[src/rtl/srxq_pkg.sv]
package srxq_pkg;

   typedef enum logic [1:0] {
      RXCMD_HOLD = 2'b00,
      RXCMD_ON   = 2'b01,
      RXCMD_OFF  = 2'b10,
      RXCMD_RSVD = 2'b11
   } rx_cmd_e;

   typedef enum logic [1:0] {
      SH_SEARCH,
      SH_START,
      SH_DATA,
      SH_STOP
   } shift_state_e;

endpackage

[src/rtl/srxq_ctrl.sv]
module srxq_ctrl
   import srxq_pkg::*;
(
   input  logic       clk,
   input  logic       rst_n,
   input  logic       cmd_valid,
   input  logic [1:0] cmd_code,
   input  logic       loop_mode,
   input  logic       multi_mode,
   input  logic       ovr_set,
   input  logic       ovr_clear,
   output logic       run,
   output logic       restart,
   output logic       abort,
   output logic       ovr
);

   rx_cmd_e cmd;
   logic    rx_en;
   logic    do_on;
   logic    do_off;

   assign cmd    = rx_cmd_e'(cmd_code);
   // HOLD and RSVD fall through: neither decodes to an action
   assign do_on  = cmd_valid && (cmd == RXCMD_ON) && !multi_mode && !rx_en;
   assign do_off = cmd_valid && (cmd == RXCMD_OFF) && rx_en;

   always_ff @(posedge clk) begin
      if (!rst_n) begin
         rx_en <= 1'b0;
      end else if (do_on) begin
         rx_en <= 1'b1;
      end else if (do_off) begin
         rx_en <= 1'b0;
      end
   end

   always_ff @(posedge clk) begin
      if (!rst_n) begin
         ovr <= 1'b0;
      end else if (ovr_set) begin
         ovr <= 1'b1;
      end else if (ovr_clear) begin
         ovr <= 1'b0;
      end
   end

   assign run     = rx_en || loop_mode || multi_mode;
   assign restart = do_on;
   assign abort   = do_off && !loop_mode && !multi_mode;

   AST_OVR_STICKY: assert property (@(posedge clk) disable iff (!rst_n)
      ovr && !ovr_clear |=> ovr);

   AST_MD_REFUSES_ON: assert property (@(posedge clk) disable iff (!rst_n)
      cmd_valid && cmd_code == 2'b01 && multi_mode && !rx_en |=> !rx_en);

   AST_NOP_KEEPS_STATE: assert property (@(posedge clk) disable iff (!rst_n)
      cmd_valid && (cmd_code == 2'b00 || cmd_code == 2'b11) |=> $stable(rx_en));

endmodule

[src/rtl/srxq_shifter.sv]
module srxq_shifter
   import srxq_pkg::*;
#(
   parameter int DATA_W      = 8,
   parameter int OSR         = 16,
   parameter int SYNC_STAGES = 2
) (
   input  logic              clk,
   input  logic              rst_n,
   input  logic              tick,
   input  logic              rx_line,
   input  logic              run,
   input  logic              restart,
   input  logic              abort,
   input  logic              space,
   output logic              push,
   output logic [DATA_W-1:0] push_data,
   output logic              ovr_set
);

   localparam int CNT_W = $clog2(OSR);
   localparam int BIT_W = (DATA_W > 1) ? $clog2(DATA_W) : 1;
   localparam logic [CNT_W-1:0] MID_C  = CNT_W'(OSR / 2 - 1);
   localparam logic [CNT_W-1:0] LAST_C = CNT_W'(OSR - 1);
   localparam logic [BIT_W-1:0] TOP_B  = BIT_W'(DATA_W - 1);

   if (OSR < 4 || (OSR % 2) != 0) begin : g_bad_osr
      $error("OSR must be even and at least 4");
   end
   if (DATA_W < 1) begin : g_bad_width
      $error("DATA_W must be positive");
   end
   if (SYNC_STAGES < 0) begin : g_bad_sync
      $error("SYNC_STAGES must not be negative");
   end

   logic rx_s;

   if (SYNC_STAGES == 0) begin : g_nosync
      assign rx_s = rx_line;
   end else begin : g_sync
      logic [SYNC_STAGES-1:0] chain;
      always_ff @(posedge clk) begin
         if (!rst_n) begin
            chain <= '1;
         end else if (SYNC_STAGES == 1) begin
            chain[0] <= rx_line;
         end else begin
            chain <= {chain[SYNC_STAGES-2:0], rx_line};
         end
      end
      assign rx_s = chain[SYNC_STAGES-1];
   end

   shift_state_e      state;
   logic [CNT_W-1:0]  cnt;
   logic [BIT_W-1:0]  nbits;
   logic [DATA_W-1:0] shreg;
   logic              pending;
   logic              active;
   logic              complete;

   assign active   = run && !abort && !restart;
   assign complete = active && tick && (state == SH_STOP) && (cnt == LAST_C);
   assign push     = space && (complete || pending);
   assign ovr_set  = complete && !space;
   assign push_data = shreg;

   always_ff @(posedge clk) begin
      if (!rst_n) begin
         state   <= SH_SEARCH;
         cnt     <= '0;
         nbits   <= '0;
         shreg   <= '0;
         pending <= 1'b0;
      end else begin
         if (push) begin
            pending <= 1'b0;
         end
         if (!active) begin
            state <= SH_SEARCH;
            cnt   <= '0;
         end else if (tick) begin
            unique case (state)
               SH_SEARCH: begin
                  if (!rx_s) begin
                     state <= SH_START;
                     cnt   <= '0;
                  end
               end
               SH_START: begin
                  if (cnt == MID_C) begin
                     cnt <= '0;
                     if (!rx_s) begin
                        state   <= SH_DATA;
                        nbits   <= '0;
                        pending <= 1'b0;
                     end else begin
                        state <= SH_SEARCH;
                     end
                  end else begin
                     cnt <= cnt + 1'b1;
                  end
               end
               SH_DATA: begin
                  if (cnt == LAST_C) begin
                     cnt   <= '0;
                     nbits <= nbits + 1'b1;
                     if (DATA_W == 1) begin
                        shreg <= rx_s;
                     end else begin
                        shreg <= {rx_s, shreg[DATA_W-1:1]};
                     end
                     if (nbits == TOP_B) begin
                        state <= SH_STOP;
                     end
                  end else begin
                     cnt <= cnt + 1'b1;
                  end
               end
               SH_STOP: begin
                  if (cnt == LAST_C) begin
                     state <= SH_SEARCH;
                     cnt   <= '0;
                     if (!space) begin
                        pending <= 1'b1;
                     end
                  end else begin
                     cnt <= cnt + 1'b1;
                  end
               end
               default: state <= SH_SEARCH;
            endcase
         end
      end
   end

   AST_ABORT_SEARCH: assert property (@(posedge clk) disable iff (!rst_n)
      abort |=> state == SH_SEARCH && cnt == '0);

   AST_START_REJECT: assert property (@(posedge clk) disable iff (!rst_n)
      active && tick && state == SH_START && cnt == MID_C && rx_s
      |=> state == SH_SEARCH);

   AST_HELD_STABLE: assert property (@(posedge clk) disable iff (!rst_n)
      pending && state != SH_DATA |=> $stable(shreg));

endmodule

[src/rtl/srxq_holdfifo.sv]
module srxq_holdfifo #(
   parameter int DATA_W = 8,
   parameter int DEPTH  = 3
) (
   input  logic              clk,
   input  logic              rst_n,
   input  logic              push,
   input  logic [DATA_W-1:0] din,
   input  logic              rd,
   output logic [DATA_W-1:0] dout,
   output logic              space,
   output logic              ready,
   output logic              full
);

   localparam int CNT_W = $clog2(DEPTH + 1);
   localparam logic [CNT_W-1:0] DEPTH_C = CNT_W'(DEPTH);

   if (DEPTH < 1) begin : g_bad_depth
      $error("DEPTH must be positive");
   end

   logic [DATA_W-1:0] slot     [DEPTH];
   logic [DATA_W-1:0] slot_nxt [DEPTH];
   logic [CNT_W-1:0]  count;
   logic [CNT_W-1:0]  wr_idx;
   logic              rd_acc;

   assign rd_acc = rd && (count != '0);
   assign space  = (count != DEPTH_C) || rd_acc;
   assign wr_idx = count - CNT_W'(rd_acc);
   assign ready  = (count != '0);
   assign full   = (count == DEPTH_C);
   assign dout   = slot[0];

   for (genvar i = 0; i < DEPTH; i++) begin : g_slot
      logic [DATA_W-1:0] shifted;
      if (i == DEPTH - 1) begin : g_top
         assign shifted = '0;
      end else begin : g_mid
         assign shifted = slot[i+1];
      end
      always_comb begin
         slot_nxt[i] = rd_acc ? shifted : slot[i];
         if (push && wr_idx == CNT_W'(i)) begin
            slot_nxt[i] = din;
         end
      end
      always_ff @(posedge clk) begin
         if (!rst_n) begin
            slot[i] <= '0;
         end else begin
            slot[i] <= slot_nxt[i];
         end
      end
   end

   always_ff @(posedge clk) begin
      if (!rst_n) begin
         count <= '0;
      end else begin
         count <= count + CNT_W'(push) - CNT_W'(rd_acc);
      end
   end

   AST_NO_OVERFLOW: assert property (@(posedge clk) disable iff (!rst_n)
      push |-> space);

   AST_EMPTY_ZERO: assert property (@(posedge clk) disable iff (!rst_n)
      count == '0 |-> dout == '0);

   AST_IGNORE_EMPTY_RD: assert property (@(posedge clk) disable iff (!rst_n)
      rd && count == '0 && !push |=> count == '0);

   if (DEPTH > 1) begin : g_order_chk
      AST_READ_ORDER: assert property (@(posedge clk) disable iff (!rst_n)
         rd_acc && count > CNT_W'(1) |=> dout == $past(slot[1]));
   end

endmodule

[src/rtl/serial_rx_queue.sv]
module serial_rx_queue #(
   parameter int DATA_W      = 8,
   parameter int DEPTH       = 3,
   parameter int OSR         = 16,
   parameter int SYNC_STAGES = 2
) (
   input  logic              clk,
   input  logic              rst_n,
   input  logic              baud_tick,
   input  logic              rx_line,
   input  logic              cmd_valid,
   input  logic [1:0]        cmd_code,
   input  logic              loop_mode,
   input  logic              multi_mode,
   input  logic              ovr_clear,
   input  logic              rd_strobe,
   output logic [DATA_W-1:0] rd_data,
   output logic              rx_ready,
   output logic              rx_full,
   output logic              rx_overrun
);

   logic              run;
   logic              restart;
   logic              abort;
   logic              space;
   logic              push;
   logic [DATA_W-1:0] push_data;
   logic              ovr_set;

   srxq_ctrl u_ctrl (
      .clk        (clk),
      .rst_n      (rst_n),
      .cmd_valid  (cmd_valid),
      .cmd_code   (cmd_code),
      .loop_mode  (loop_mode),
      .multi_mode (multi_mode),
      .ovr_set    (ovr_set),
      .ovr_clear  (ovr_clear),
      .run        (run),
      .restart    (restart),
      .abort      (abort),
      .ovr        (rx_overrun)
   );

   srxq_shifter #(
      .DATA_W      (DATA_W),
      .OSR         (OSR),
      .SYNC_STAGES (SYNC_STAGES)
   ) u_shifter (
      .clk       (clk),
      .rst_n     (rst_n),
      .tick      (baud_tick),
      .rx_line   (rx_line),
      .run       (run),
      .restart   (restart),
      .abort     (abort),
      .space     (space),
      .push      (push),
      .push_data (push_data),
      .ovr_set   (ovr_set)
   );

   srxq_holdfifo #(
      .DATA_W (DATA_W),
      .DEPTH  (DEPTH)
   ) u_fifo (
      .clk   (clk),
      .rst_n (rst_n),
      .push  (push),
      .din   (push_data),
      .rd    (rd_strobe),
      .dout  (rd_data),
      .space (space),
      .ready (rx_ready),
      .full  (rx_full)
   );

   AST_FULL_HAS_READY: assert property (@(posedge clk) disable iff (!rst_n)
      rx_full |-> rx_ready);

   AST_OVR_WHEN_FULL: assert property (@(posedge clk) disable iff (!rst_n)
      $rose(rx_overrun) |-> rx_full);

endmodule

[config.mk]
export PLATFORM = sky130hd
export DESIGN_NAME = serial_rx_queue
export DESIGN_NICKNAME = d
export VERILOG_FILES = /design/src/rtl/srxq_pkg.sv /design/src/rtl/srxq_ctrl.sv /design/src/rtl/srxq_shifter.sv /design/src/rtl/srxq_holdfifo.sv /design/src/rtl/serial_rx_queue.sv
export SDC_FILE = /design/constraint.sdc
export NUM_CORES = 1
export LEC_CHECK = 0
export BUFFER_PORTS_ARGS = -buffer_cell sky130_fd_sc_hd__buf_4
export CAP_MARGIN = 20
export CORE_MARGIN = 8
export CORE_UTILIZATION = 44
export DETAILED_ROUTE_END_ITERATION = 8
export SKIP_LAST_GASP = 1
export SYNTH_ARGS = -nofsm -noshare
export SYNTH_HDL_FRONTEND = slang
export SYNTH_SLANG_ARGS = --single-unit
[constraint.sdc]
create_clock -name clk -period 3.4 [get_ports clk]
set_input_delay 0.68 -clock clk [delete_from_list [all_inputs] [get_ports clk]]
set_output_delay 0.68 -clock clk [all_outputs]
set_load 0.01 [all_outputs]
# Word level (Yosys, flattened, before mapping)
# Memory sizes are Yosys's and may differ from the RTL's.
# Cells that the tools add are included.
[op_classes]
n_reduce_logical = 40
n_addsub = 5
bitwise = 3
n_eq_ne = 18
n_mux = 38
[ops]
columns = ["op", "count"]
rows = [
  ["8-bit two-way mux", 9],
  ["1-bit logical AND", 18],
  ["1-bit two-way mux", 13],
  ["2-bit two-way mux", 6],
  ["4-bit two-way mux", 3],
  ["4-bit case mux with 3 select lines", 1],
  ["6-bit AND reduction", 2],
  ["2-bit equality test, second input constant", 5],
  ["3-bit two-way mux", 3],
  ["2-bit inequality test, second input constant", 4],
  ["2-bit case mux with 4 select lines", 1],
  ["2-bit nonzero test", 4],
  ["2-bit by 1-bit equality test with 1-bit output, second input constant", 3],
  ["1-bit logical NOT", 6],
  ["2-bit by 1-bit inequality test with 1-bit output, second input constant", 3],
  ["3-bit case mux with 2 select lines", 1],
  ["4-bit by 1-bit adder with 4-bit output, second input constant", 1],
  ["4-bit by 3-bit equality test with 1-bit output, second input constant", 1],
  ["4-bit equality test, second input constant", 1],
  ["2-bit logical NOT", 2],
  ["1-bit logical OR", 4],
  ["2-bit AND reduction", 2],
  ["4-bit AND reduction", 1],
  ["2-bit by 1-bit subtractor with 2-bit output", 2],
  ["6 further kinds", 8],
]
[totals]
output_inout_bits = 11
elab_cells = 114
mem_count = 1
mem_bits_rw = 24
register_bits = 24
[mem_list]
columns = ["memory", "depth", "width", "read_ports", "rd_ports_with_merged_regs", "write_ports", "line_no", "text"]
rows = [
  ["u_fifo.slot", 3, 8, 3, 0, 3, "srxq_holdfifo.sv:23", "logic [DATA_W-1:0] slot [DEPTH];"],
]

# Depth between registers and ports, before layout
# Gate-level depths: netlist of run 1.
[depth]
ltp_word = 19
mapped_depth = 11
ltp_nobuf = 11

# By module
# From an unflattened synthesis of run 1, not the netlist that was laid out.
[hier_totals]
cells_unflattened = 261
area_unflattened_um2 = 2209.6
[modules_own_cells]
columns = ["module", "cells_each", "instances", "seq_area_each_um2", "area_per_inst_um2"]
rows = [
  ["srxq_holdfifo", 141, 1, 520.5, 1153.6],
  ["srxq_shifter", 107, 1, 400.4, 933.4],
  ["srxq_ctrl", 13, 1, 40.0, 122.6],
]

# Worst setup path after synthesis of run 1
# Ideal clock, no wire load.
[synth_timing]
path_kind = "input to register"
startpoint = "in cmd_code[0]"
endpoint = "reg u_fifo.count[1]"
slack_ps = 802
t_arrival_ps = 2484
stages = 10
path_buffers = 0
path_cell_list = "and4bb_1 o31ai_4 a21oi_4 or2_2 ha_1 inv_1 ha_1 xnor2_1 xnor2_1 and2_1"
[synth_between]
elab_chain_cells = 15
word_cells_on_any_way = 20
classes_between = "add/sub: 2; eq/ne: 2; reduce/logical: 16"
[synth_lines]
columns = ["item", "line_no", "text"]
rows = [
  ["from (decl)", "serial_rx_queue.sv:12", "input logic [1:0] cmd_code,"],
  ["2-bit equality test", "srxq_ctrl.sv:26", "assign do_off = cmd_valid && (cmd == RXCMD_OFF) && rx_en;"],
  ["1-bit logical AND (2 in a row)", "srxq_ctrl.sv:26", ""],
  ["1-bit logical AND (2 in a row)", "srxq_ctrl.sv:50", "assign abort = do_off && !loop_mode && !multi_mode;"],
  ["1-bit logical NOT", "srxq_shifter.sv:63", "assign active = run && !abort && !restart;"],
  ["1-bit logical AND", "srxq_shifter.sv:63", ""],
  ["1-bit logical AND (*)", "srxq_shifter.sv:63", ""],
  ["1-bit logical AND (*) (3 in a row)", "srxq_shifter.sv:64", "assign complete = active && tick && (state == SH_STOP) && (cnt == LAST_C);"],
  ["1-bit logical OR (*)", "srxq_shifter.sv:65", "assign push = space && (complete || pending);"],
  ["1-bit logical AND (*)", "srxq_shifter.sv:65", ""],
  ["2-bit by 1-bit adder with 2-bit output (*)", "srxq_holdfifo.sv:62", "count <= count + CNT_W'(push) - CNT_W'(rd_acc);"],
  ["2-bit by 1-bit subtractor with 2-bit output (*)", "srxq_holdfifo.sv:62", ""],
  ["to (signal assigned)", "srxq_holdfifo.sv:62", ""],
  ["to (decl)", "srxq_holdfifo.sv:25", "logic [CNT_W-1:0] count;"],
]
# Every way passes the cells marked *; elsewhere a longest branch is shown, timed or not.
# A chain may end at the register's enable or synchronous reset.

# Worst setup path after layout of run 1
[layout_timing]
startpoint = "reg u_shifter.cnt[0]"
endpoint = "reg u_fifo.count[1]"
[layout_between]
elab_chain_cells = 6
[layout_lines]
columns = ["item", "line_no", "text"]
rows = [
  ["from (decl)", "srxq_shifter.sv:56", "logic [CNT_W-1:0] cnt;"],
  ["from (signal assigned)", "srxq_shifter.sv:102", "cnt <= cnt + 1'b1;"],
  ["from (signal assigned)", "srxq_shifter.sv:118", "cnt <= cnt + 1'b1;"],
  ["from (signal assigned)", "srxq_shifter.sv:129", "cnt <= cnt + 1'b1;"],
  ["4-bit equality test", "srxq_shifter.sv:64", ""],
  ["1-bit logical AND", "srxq_shifter.sv:64", ""],
  ["1-bit logical OR", "srxq_shifter.sv:65", ""],
  ["1-bit logical AND", "srxq_shifter.sv:65", ""],
  ["2-bit by 1-bit adder with 2-bit output", "srxq_holdfifo.sv:62", ""],
  ["2-bit by 1-bit subtractor with 2-bit output", "srxq_holdfifo.sv:62", ""],
]
# No other way between the ends.

==> flow_summary_export.csv, run 1 <==
group,metric,value,unit
finish,layout_commonest_cell,"sky130_fd_sc_hd__dfxtp_1",
floorplanning,standard_cell_rows,26,
status,run_status,"finished, final reports clean",
logic_synthesis,synth_simple_gate_area_share,20.8,%
logic_synthesis,synthesis.yosys.warnings,0,
setup_path,r2r-start,"u_shifter.cnt[0]",
logic_synthesis,ys_seq_elements,48,
clock_tree,cts_post_setup_buffers_inserted,0,
pwr,peakVddDrop,0.244,mV
global_route,groute.usage.overall,11.9,%
setup_path,critical_path.top_delay_family,"simple AND/OR/NAND/NOR gates",
logic_synthesis,syn-num-nets,253,
logic_synthesis,syn_avg_cell_area,9.73,sq um
floorplanning,boundaryPins,22,
logic_synthesis,synth_top_family_by_area,"multiplexers",
logic_synthesis,synthAdderAreaFrac,3.27,%
logic_synthesis,post_synth_edffs,0,
setup_path,crit_path_cell_trace,"ha_1 > and3_1 > and4_4 > a21oi_4 > or2_2 > ha_1 > inv_1 > ha_1 > xnor2_1 > xnor2_1 > and2_1",
finish,area_delta_synth_final,15.9,%
sta,setup_viol,0,
global_route,first_global_vias,1641,
setup_path,timing.critical_path.slowest_stage_cell,"sky130_fd_sc_hd__dfxtp_1",
finish,insertedDiodeCount,0,
setup_path,crit_buf_inv,1,
global_route,overflow,0,
setup_path,cp_common_cell,"sky130_fd_sc_hd__ha_1",
pwr,p_int,0.874,mW
setup_path,cp_endpoint_kind,"flip-flop",
sta,setup_repair_after_global_routing_missed_its_margin,"false",
logic_synthesis,post_synth_instance_area,0.00230,sq mm
detailed_routing,drt-pass1-iter-count,3,
clock_tree,insertion_delay,0.31,ns
clock_tree,tritoncts.num_buffers,5,
floorplanning,floorplan.die.width,88.3,um
floorplanning,die_y,88.3,um
placement,place_inst,318,
setup_path,criticalPathCategory,"flip-flop to flip-flop",
sta,timing.final.max_slew_violations,0,
floorplanning,design.die.area,0.00779,sq mm
logic_synthesis,yosys.area_share.xor_xnor,1.14,%
pwr,power.share.switching,20.2,%
placement,hpwl_dp,2870,um
setup_path,crit_required,3.61,ns
clock_tree,maximum_clock_path_buffer_count,2,
logic_synthesis,fraction_of_synthesis_flops_using_an_asynchronous_set_or_reset_pin,0,%
clock_tree,total_of_hold_buffers_inserted_after_clock_tree_synthesis,0,
sta,skew,0.00908,ns
logic_synthesis,yosysSeqAreaShare,41.8,%
sta,worstMarginPinSlew,0.577,ns
sta,min_period_over_period,75.8,%
finish,stdcell_count,326,
detailed_routing,total_wirelength,4280,um
sta,slew-limit-headroom,61.4,%
setup_path,cp_max_fo,7,
placement,io_buffer_count,21,
pwr,power.density_cell_area,412,mW/mm^2
logic_synthesis,synth_compound_area_share,6.54,%
logic_synthesis,unique_masters_post_synth,37,
finish,drive_above_1_share,23.0,%
logic_synthesis,synth.mux.area_fraction,23.1,%
detailed_routing,detail_route.wl_per_cell,13.1,um
sta,setup_tns_final,0,ns
logic_synthesis,postSynthCellCount,236,
hold_path,holdCritPathClass,"flip-flop to flip-flop",
detailed_routing,routed-via-count,1653,
logic_synthesis,yosys_most_used_dff,"sky130_fd_sc_hd__dfxtp_1",
pwr,combinational_share_of_power,3.2,%
floorplanning,core_area,0.00507,sq mm
clock_tree,tritoncts,"built",
finish,layout.nets,272,
pwr,power.share.sequential,51.7,%
job,maxCapViolations,0,
setup_path,crit_arrival,2.78,ns
setup_path,crit_path_start,"u_shifter.cnt[0]",
global_route,first_pass_grt_wire_length,7360,um
detailed_routing,antenna_violating_nets_post_route,0,
pwr,power.net_switching,0.222,mW
setup_path,critical_path.startpoint_type,"flip-flop",
clock_tree,clkSlewWorstSetupHoldPaths,0.09,ns
clock_tree,htree_num_levels,2,
sta,achievable-frequency,0.388,GHz
pwr,p_clk_share,45.1,%
detailed_routing,drc_violation_count_after_routing,0,
finish,layout.cells.most_common_list,"sky130_fd_sc_hd__dfxtp_1, sky130_fd_sc_hd__nand2_1, sky130_fd_sc_hd__mux2i_1",
placement,place.gp.congestion,0.794,
setup_path,timing.critical_path.slowest_cell_delay,0.38,ns
clock_tree,cts_root_buffer,"sky130_fd_sc_hd__clkbuf_8",
detailed_routing,drc_violation_total_after_the_first_tritonroute_iteration,61,
global_route,largest_net_degree_at_the_start_of_global_routing,48,
sta,final.min_clock_period,2.58,ns
detailed_routing,vias_per_cell,5.07,
sta,timing_hold_violations_final,0,
clock_tree,clock_sink_count,48,
pwr,p_leak,1.01,nW
floorplanning,initial_core_util,45.3,%
global_route,grt_antenna_before_repair,0,
hold_path,hold_path_startpoint,"u_shifter.g_sync.chain[0]",
clock_tree,cts-resized-gates,0,
[through the flow]
step                      area, sq um  power (mW)  worst slack (ns)  hold WS [ns]  util (%)
after CTS                        2660        1.11             0.809         0.419      52.5
after floorplan                  2300       0.601             0.802         0.386         -
after global routing             2660        1.14             0.671         0.452      52.5
final                            2660        1.10             0.824         0.416      52.5
after global placement           2520       0.615             0.596         0.394      49.8
after detailed placement         2520       0.615             0.562         0.397      49.8
[flip-flops by register name, indices dropped and copies added, names as in the netlist, named ones only]
signal                  flops
u_fifo.count                2
u_shifter.push_data         8
u_ctrl.ovr                  1
u_shifter.cnt               4
u_fifo.slot                24
u_shifter.state             1
u_ctrl.rx_en                1
u_shifter.nbits             3
u_shifter.g_sync.chain      2
u_shifter.pending           1
[path summary, 6_finish.rpt]
kind | slack, ns | end | cells after the start
setup / recovery | 0.82 | u_fifo.count[1] | 11
hold / removal | 0.42 | u_shifter.g_sync.chain[1] | 1
setup reg to reg | 0.82 | u_fifo.count[1] | 11
hold reg to reg | 0.42 | u_shifter.g_sync.chain[1] | 1
[power groups by stage]
stage                     clock (mW)  combinational [mW]  sequential (mW)
after floorplan                    0              0.0223            0.578
after global placement             0              0.0349            0.580
after detailed placement           0              0.0352            0.580
after CTS                      0.511              0.0353            0.567
after global routing           0.532              0.0387            0.568
final                          0.494              0.0352            0.567
[cell type report]
cell class | count | area [sq um]
multi-input cells | 169 | 1270
clock inverters | 3 | 68.8
flip-flops and latches | 48 | 961
fillers | 498 | 2410
repair buffers | 25 | 188
well taps | 70 | 87.6
clock buffers | 5 | 68.8
inverters | 6 | 22.5
[cells by family after synthesis]
| family | count (synthesis) |
|---|---|
| AO/OA/AOI/OAI | 19 |
| multiplexers | 51 |
| adder cells (fa/ha/maj) | 6 |
| XOR/XNOR | 3 |
| AND/OR/NAND/NOR | 90 |
| flip-flops | 48 |
| buffers and inverters | 19 |
[metal layers]
metal / vias up / share of wire [%] / track usage, %
li1: 859 / - / -
met1: 768 / 50 / 14.3
met2: 21 / 44 / 19.6
met3: 5 / 4.1 / 2.60
met4: 0 / 1.7 / 5.99
met5: - / 0 / 0
[synth_stat cells, drive strengths merged (4+ instances only)]
| cell | n | area, sq um |
|---|---|---|
| nor2 | 8 | 30.0 |
| mux2 | 16 | 180 |
| a21oi | 7 | 46.3 |
| mux2i | 35 | 350 |
| clkbuf | 9 | 35.0 |
| nor3 | 5 | 47.5 |
| nand3 | 11 | 55.1 |
| ha | 6 | 75.1 |
| inv | 6 | 22.5 |
| dfxtp | 48 | 961 |
| a311oi | 4 | 35.0 |
| nand2 | 43 | 161 |
| buf | 4 | 18.8 |
No activity file was read; power rests on OpenSTA's default activity.
==> run 2, diff against run 1 <==
- ABC_AREA: unset -> 1
- clock period: 3.4 -> 2.5 ns (I/O delays scaled with it)
==> run 2 against run 1 <==
Compared with the run above: first-iteration DRC count up 100%; critical path depth up 1; worst setup slack got worse by 0.55 ns; non-clock buffer count is 4 higher; clock skew fell by 0.0038 ns; clock-buffer cell count is 2 higher; clock power decreased by 2%; area after synthesis up 5.8%; largest cell class unchanged; via count increased by 35%.
==> flow_summary_export.csv, run 2 <==
group,metric,value,unit
setup_path,criticalPathCategory,"flip-flop to flip-flop",
clock_tree,tritoncts.num_buffers,5,
hold_path,hold_path_startpoint,"rx_line",
logic_synthesis,post_synth_edffs,0,
finish,finalInstanceArea,0.00278,sq mm
sta,skew,0.00528,ns
detailed_routing,detail_route.wl_per_cell,12.6,um
setup_path,r2r-start,"u_shifter.cnt[0]",
placement,io_buffer_count,21,
setup_path,critical_path.startpoint_type,"flip-flop",
hold_path,whs_endpoint,"u_shifter.g_sync.chain[0]",
detailed_routing,routed-wl-met3,155,um
sta,setup_slack,0.277,ns
pwr,power.density_cell_area,565,mW/mm^2
logic_synthesis,netlist.area_leader.share,39.5,%
logic_synthesis,yosys_most_used_dff,"sky130_fd_sc_hd__dfxtp_1",
finish,layout.filler_cells,560,
clock_tree,cts_post_setup_buffers_inserted,0,
floorplanning,standard_cell_rows,27,
detailed_routing,route.met2.wl,2780,um
placement,place.gp.congestion,0.870,
job,maxCapViolations,0,
sta,final.min_clock_period,2.22,ns
sta,worstMarginPinSlew,0.435,ns
setup_path,crit_arrival,2.41,ns
detailed_routing,routed-via-count,2236,
finish,insertedDiodeCount,0,
floorplanning,floorplan.die.width,90.3,um
logic_synthesis,synth_simple_gate_area_share,33.9,%
logic_synthesis,synth_top_cells_by_area,"sky130_fd_sc_hd__dfxtp_1, sky130_fd_sc_hd__nand2_1, sky130_fd_sc_hd__a21oi_1",
floorplanning,die_y,90.3,um
finish,largest_reg_flops,24,
detailed_routing,drt-pass1-iter-count,4,
finish,seq_area,961,sq um
setup_path,cp_endpoint_kind,"flip-flop",
sta,timing.final.max_slew_violations,0,
pwr,peakVddDrop,0.286,mV
global_route,grt_antenna_before_repair,0,
logic_synthesis,synthesis.yosys.warnings,0,
global_route,first_pass_grt_wire_length,9820,um
detailed_routing,total_wirelength,5600,um
sta,setup_viol,0,
setup_path,r2r_slack,0.28,ns
setup_path,critical_path.top_delay_family,"adder cells",
setup_path,cp_max_fo,5,
detailed_routing,drc_violation_count_after_routing,0,
finish,registers.top_by_ff_count,"u_fifo.slot",
finish,layout.cells.most_common_list,"sky130_fd_sc_hd__nand2_1, sky130_fd_sc_hd__inv_1, sky130_fd_sc_hd__dfxtp_1",
clock_tree,total_of_hold_buffers_inserted_after_clock_tree_synthesis,0,
logic_synthesis,synthAdderAreaFrac,3.09,%
setup_path,cp_common_cell,"sky130_fd_sc_hd__ha_1",
finish,multi_input_area,0.00123,sq mm
global_route,overflow,0,
detailed_routing,drc_violation_total_after_the_first_tritonroute_iteration,122,
finish,layout.nets,389,
floorplanning,initial_core_util,45.0,%
clock_tree,insertion_delay,0.30,ns
logic_synthesis,ys_top_cells_by_count,"sky130_fd_sc_hd__nand2_1, sky130_fd_sc_hd__dfxtp_1, sky130_fd_sc_hd__inv_1",
global_route,groute.usage.overall,14.4,%
logic_synthesis,synth.largest_area_cell,"sky130_fd_sc_hd__dfxtp_1",
pwr,total_power,1.57,mW
hold_path,number_of_cells_traversed_by_the_worst_hold_path,2,
sta,setup_repair_after_global_routing_missed_its_margin,"false",
floorplanning,design.die.area,0.00816,sq mm
logic_synthesis,unique_masters_post_synth,30,
logic_synthesis,ys_seq_elements,48,
clock_tree,cts-resized-gates,0,
global_route,first_global_vias,2236,
setup_path,crit_buf_inv,2,
logic_synthesis,fraction_of_synthesis_flops_using_an_asynchronous_set_or_reset_pin,0,%
logic_synthesis,synth_compound_area_share,12.0,%
floorplanning,core_area,0.00541,sq mm
finish,layout_commonest_cell,"sky130_fd_sc_hd__nand2_1",
floorplanning,boundaryPins,22,
logic_synthesis,synth_top_family_by_area,"simple AND/OR/NAND/NOR gates",
hold_path,holdCritPathClass,"input pin to flip-flop",
logic_synthesis,synth.mux.area_fraction,0,%
logic_synthesis,yosys.area_share.xor_xnor,1.39,%
logic_synthesis,yosysSeqAreaShare,39.5,%
detailed_routing,met1Wirelength,2620,um
detailed_routing,vias_per_cell,5.02,
sta,timing_hold_violations_final,0,
clock_tree,htree_num_levels,2,
pwr,p_leak,1.15,nW
placement,dpl_cell_area,0.00268,sq mm
detailed_routing,antenna_violating_nets_post_route,0,
placement,dpl_worst_slack,0.258,ns
sta,setup_tns_final,0,ns
setup_path,r2r_cells,12,
logic_synthesis,postSynthCellCount,347,
clock_tree,clock_sink_count,48,
detailed_routing,highest_layer,"met4",
placement,place_inst,437,
setup_path,crit_required,2.69,ns
finish,drive_above_1_share,14.2,%
logic_synthesis,post_synth_instance_area,0.00243,sq mm
sta,slew-limit-headroom,71.0,%
clock_tree,clkSlewWorstSetupHoldPaths,0.09,ns
finish,stdcell_count,445,
placement,hpwl_dp,3920,um
setup_path,timing.critical_path.slowest_cell_delay,0.37,ns
finish,finalCoreUtilization,51.4,%
sta,min_period_over_period,88.9,%
logic_synthesis,syn_avg_cell_area,7.01,sq um
setup_path,worst_r2r_end,"u_fifo.count[1]",
finish,area_delta_synth_final,14.2,%
clock_tree,cts_root_buffer,"sky130_fd_sc_hd__clkbuf_8",
clock_tree,tritoncts,"built",
setup_path,crit_path_cell_trace,"ha_1 > nand3_2 > nor2_2 > nand4_4 > a21oi_2 > inv_1 > ha_1 > inv_1 > ha_1 > xor2_1 > o21ai_0 > a21oi_1",
sta,final.hold.worst_slack,0.386,ns
sta,achievable-frequency,0.450,GHz
global_route,largest_net_degree_at_the_start_of_global_routing,26,
logic_synthesis,synth.most_common_cell,"sky130_fd_sc_hd__nand2_1",
status,run_status,"finished, final reports clean",
clock_tree,maximum_clock_path_buffer_count,2,
logic_synthesis,syn-num-nets,364,
setup_path,timing.critical_path.slowest_stage_cell,"sky130_fd_sc_hd__dfxtp_1",
==> run 2: cell count changes after synthesis, sizes merged, moves of 4 or more <==
cell,delta
nand4,+17
inv,+44
a311oi,-4
nand3,+24
o21ai,+12
a21oi,+31
mux2i,-35
mux2,-16
nor2,+43
clkbuf,-4
nand2,+21
==> run 2: cell type report <==
| type | instances | area share, % |
|---|---|---|
| sequential | 48 | 34.6 |
| clock inverter | 1 | 0.270 |
| clock buffer | 7 | 3.11 |
| tap | 72 | 3.24 |
| timing repair buffer | 29 | 7.84 |
| inverter | 50 | 6.76 |
| multi-input combinational | 238 | 44.2 |
==> run 2: how the worst max path moves through the flow <==
| stage | from | end | slack, ns | depth (start not counted) |
|---|---|---|---|---|
| final | u_shifter.cnt[0] | u_fifo.count[1] | 0.28 | 12 |
| after global routing | u_shifter.cnt[0] | u_fifo.count[1] | 0.07 | 12 |
| after CTS | u_shifter.cnt[0] | u_fifo.count[1] | 0.25 | 12 |
| after detailed placement | u_shifter.cnt[0] | u_fifo.count[1] | 0.26 | 12 |
| after global placement | u_shifter.cnt[0] | u_fifo.count[1] | 0.33 | 12 |
| after floorplan | u_shifter.cnt[0] | u_fifo.count[1] | 0.24 | 12 |
==> run 2: worst reg2reg max path, cell delays in order (launching register included) <==
cell and delay [ns]:
sky130_fd_sc_hd__dfxtp_1 0.37, sky130_fd_sc_hd__ha_1 0.24, sky130_fd_sc_hd__nand3_2 0.14, sky130_fd_sc_hd__nor2_2 0.15
sky130_fd_sc_hd__nand4_4 0.17, sky130_fd_sc_hd__a21oi_2 0.17, sky130_fd_sc_hd__inv_1 0.05, sky130_fd_sc_hd__ha_1 0.26
sky130_fd_sc_hd__inv_1 0.04, sky130_fd_sc_hd__ha_1 0.17, sky130_fd_sc_hd__xor2_1 0.15, sky130_fd_sc_hd__o21ai_0 0.14
sky130_fd_sc_hd__a21oi_1 0.05
==> run 2: logic make-up (layout without fill, tap and decap cells) <==
family                     Yosys count  count (layout)
DFF                                 48              48
and+or+nand+nor                    173             173
adders and majority gates            6               6
xor gates and xnor gates             3               3
buffers and inverters               61              87
AOI/OAI and AO/OA                   56              56
==> run 2: layer usage <==
layer / GRT usage [%] / up-vias
met5: 0 / -
met4: 5.27 / 0
met3: 3.16 / 5
met2: 25.8 / 29
met1: 16.2 / 1021
li1: - / 1181
==> run 2: power by group <==
group	internal, mW	switching, mW	total, mW	leakage (nW)
Sequential	0.773	0.0104	0.783	0.387
Combinational	0.0984	0.204	0.302	0.715
Clock	0.225	0.257	0.483	0.0445
==> run 3, diff against run 2 <==
- clock period: 2.5 -> 2.87 ns (I/O delays scaled with it)
==> run 3 against run 2 <==
Compared with the run above: non-clock buffer count is 3 lower; total power is 13% lower; clock skew is 0.0033 ns higher; clock power is 11% lower; final area is 0.72% lower; register-to-register slack better by 0.30 ns; worst hold slack better by 0.036 ns; clock-buffer cell count is 1 lower; final cell count is 0.67% lower; flip-flop and latch count stayed put; sequential share of layout area is 0.25 points higher; largest cell class unchanged.
==> flow_summary_export.csv, run 3 (same netlist as run 2, synthesis figures left out) <==
group,metric,value,unit
detailed_routing,routed-via-count,2203,
sta,setup_repair_after_global_routing_missed_its_margin,"false",
setup_path,cp_endpoint_kind,"flip-flop",
clock_tree,tritoncts,"built",
global_route,first_global_vias,2162,
detailed_routing,antenna_violating_nets_post_route,0,
placement,place.gp.congestion,0.902,
global_route,first_pass_grt_wire_length,10000,um
setup_path,critical_path.startpoint_type,"flip-flop",
finish,registers.top_by_ff_count,"u_fifo.slot",
floorplanning,initial_core_util,45.0,%
clock_tree,htree_num_levels,2,
finish,layout_commonest_cell,"sky130_fd_sc_hd__nand2_1",
finish,largest_reg_flops,24,
setup_path,timing.critical_path.slowest_stage_cell,"sky130_fd_sc_hd__dfxtp_1",
status,run_status,"finished, final reports clean",
clock_tree,cts_post_setup_buffers_inserted,0,
sta,min_period_over_period,79.8,%
setup_path,crit_buf_inv,2,
global_route,largest_net_degree_at_the_start_of_global_routing,26,
clock_tree,total_of_hold_buffers_inserted_after_clock_tree_synthesis,0,
clock_tree,cts-resized-gates,0,
sta,setup_viol,0,
detailed_routing,drc_violation_count_after_routing,0,
finish,insertedDiodeCount,0,
setup_path,cp_common_cell,"sky130_fd_sc_hd__ha_1",
job,maxCapViolations,0,
detailed_routing,total_wirelength,5580,um
floorplanning,floorplan.die.width,90.3,um
sta,timing_hold_violations_final,0,
floorplanning,core_area,0.00541,sq mm
pwr,power.density_cell_area,494,mW/mm^2
floorplanning,standard_cell_rows,27,
setup_path,timing.critical_path.slowest_cell_delay,0.38,ns
pwr,peakVddDrop,0.286,mV
clock_tree,clock_sink_count,48,
detailed_routing,drc_violation_total_after_the_first_tritonroute_iteration,129,
sta,timing.final.max_slew_violations,0,
pwr,p_leak,1.14,nW
sta,achievable-frequency,0.437,GHz
sta,slew-limit-headroom,63.3,%
clock_tree,insertion_delay,0.30,ns
finish,finalCoreUtilization,51.0,%
setup_path,critical_path.top_delay_family,"adder cells",
floorplanning,design.die.area,0.00816,sq mm
placement,hpwl_dp,3920,um
global_route,overflow,0,
clock_tree,cts_root_buffer,"sky130_fd_sc_hd__clkbuf_8",
setup_path,crit_path_cell_trace,"ha_1 > nand3_2 > nor2_2 > nand4_4 > a21oi_2 > inv_1 > ha_1 > inv_1 > ha_1 > xor2_1 > o21ai_0 > a21oi_1",
sta,setup_tns_final,0,ns
clock_tree,maximum_clock_path_buffer_count,2,
finish,layout.cells.most_common_list,"sky130_fd_sc_hd__nand2_1, sky130_fd_sc_hd__inv_1, sky130_fd_sc_hd__dfxtp_1",
hold_path,holdCritPathClass,"flip-flop to flip-flop",
finish,area_delta_synth_final,13.4,%
detailed_routing,drt-pass1-iter-count,4,
sta,skew,0.00863,ns
setup_path,criticalPathCategory,"flip-flop to flip-flop",
clock_tree,clkSlewWorstSetupHoldPaths,0.09,ns
placement,io_buffer_count,21,
sta,worstMarginPinSlew,0.548,ns
global_route,grt_antenna_before_repair,0,
setup_path,crit_arrival,2.47,ns
global_route,groute.usage.overall,14.6,%
floorplanning,die_y,90.3,um
sta,final.min_clock_period,2.29,ns
setup_path,crit_required,3.05,ns
detailed_routing,vias_per_cell,4.98,
finish,drive_above_1_share,13.8,%
detailed_routing,detail_route.wl_per_cell,12.6,um
setup_path,cp_max_fo,5,
floorplanning,boundaryPins,22,
finish,layout.nets,386,
clock_tree,tritoncts.num_buffers,5,
-- run 3: report_power, final --
group	switching [mW]	internal [mW]
clock	0.234	0.197
sequential	0.00908	0.673
combinational	0.174	0.0730
-- run 3: layer usage --
metal | part of all wire, % | vias to the layer above | global-route usage [%]
met2 | 48 | 25 | 24.8
met4 | 1.1 | 0 | 3.74
met1 | 48 | 997 | 18.1
li1 | - | 1175 | -
met5 | 0 | - | 0
met3 | 3.4 | 6 | 3.33
-- run 3: path summary, 6_finish.rpt --
path / from / endpoint / slack (ns) / depth (start not counted)
setup reg to reg: u_shifter.cnt[0] / u_fifo.count[1] / 0.58 / 12
hold / removal: u_shifter.g_sync.chain[0] / u_shifter.g_sync.chain[1] / 0.42 / 1
hold reg to reg: u_shifter.g_sync.chain[0] / u_shifter.g_sync.chain[1] / 0.42 / 1
setup / recovery: u_shifter.cnt[0] / u_fifo.count[1] / 0.58 / 12
-- run 3: area by class of cell --
type | count | area, sq um
fill | 551 | 2650
multi-input combinational | 238 | 1230
sequential | 48 | 961
timing repair buffer | 26 | 195
inverter | 50 | 188
tap | 72 | 90.1
clock buffer | 6 | 82.6
clock inverter | 2 | 13.8
-- run 3: stage by stage --
step / setup slack (ns) / instance area, sq um / hold WS [ns] / std cells / total power, mW
after floorplan: 0.608 / 2430 / 0.393 / 347 / 0.854
after global routing: 0.417 / 2760 / 0.432 / 442 / 1.43
after detailed placement: 0.571 / 2660 / 0.405 / 434 / 0.946
after global placement: 0.588 / 2660 / 0.398 / 434 / 0.944
final: 0.581 / 2760 / 0.422 / 442 / 1.36
after CTS: 0.563 / 2760 / 0.427 / 442 / 1.38
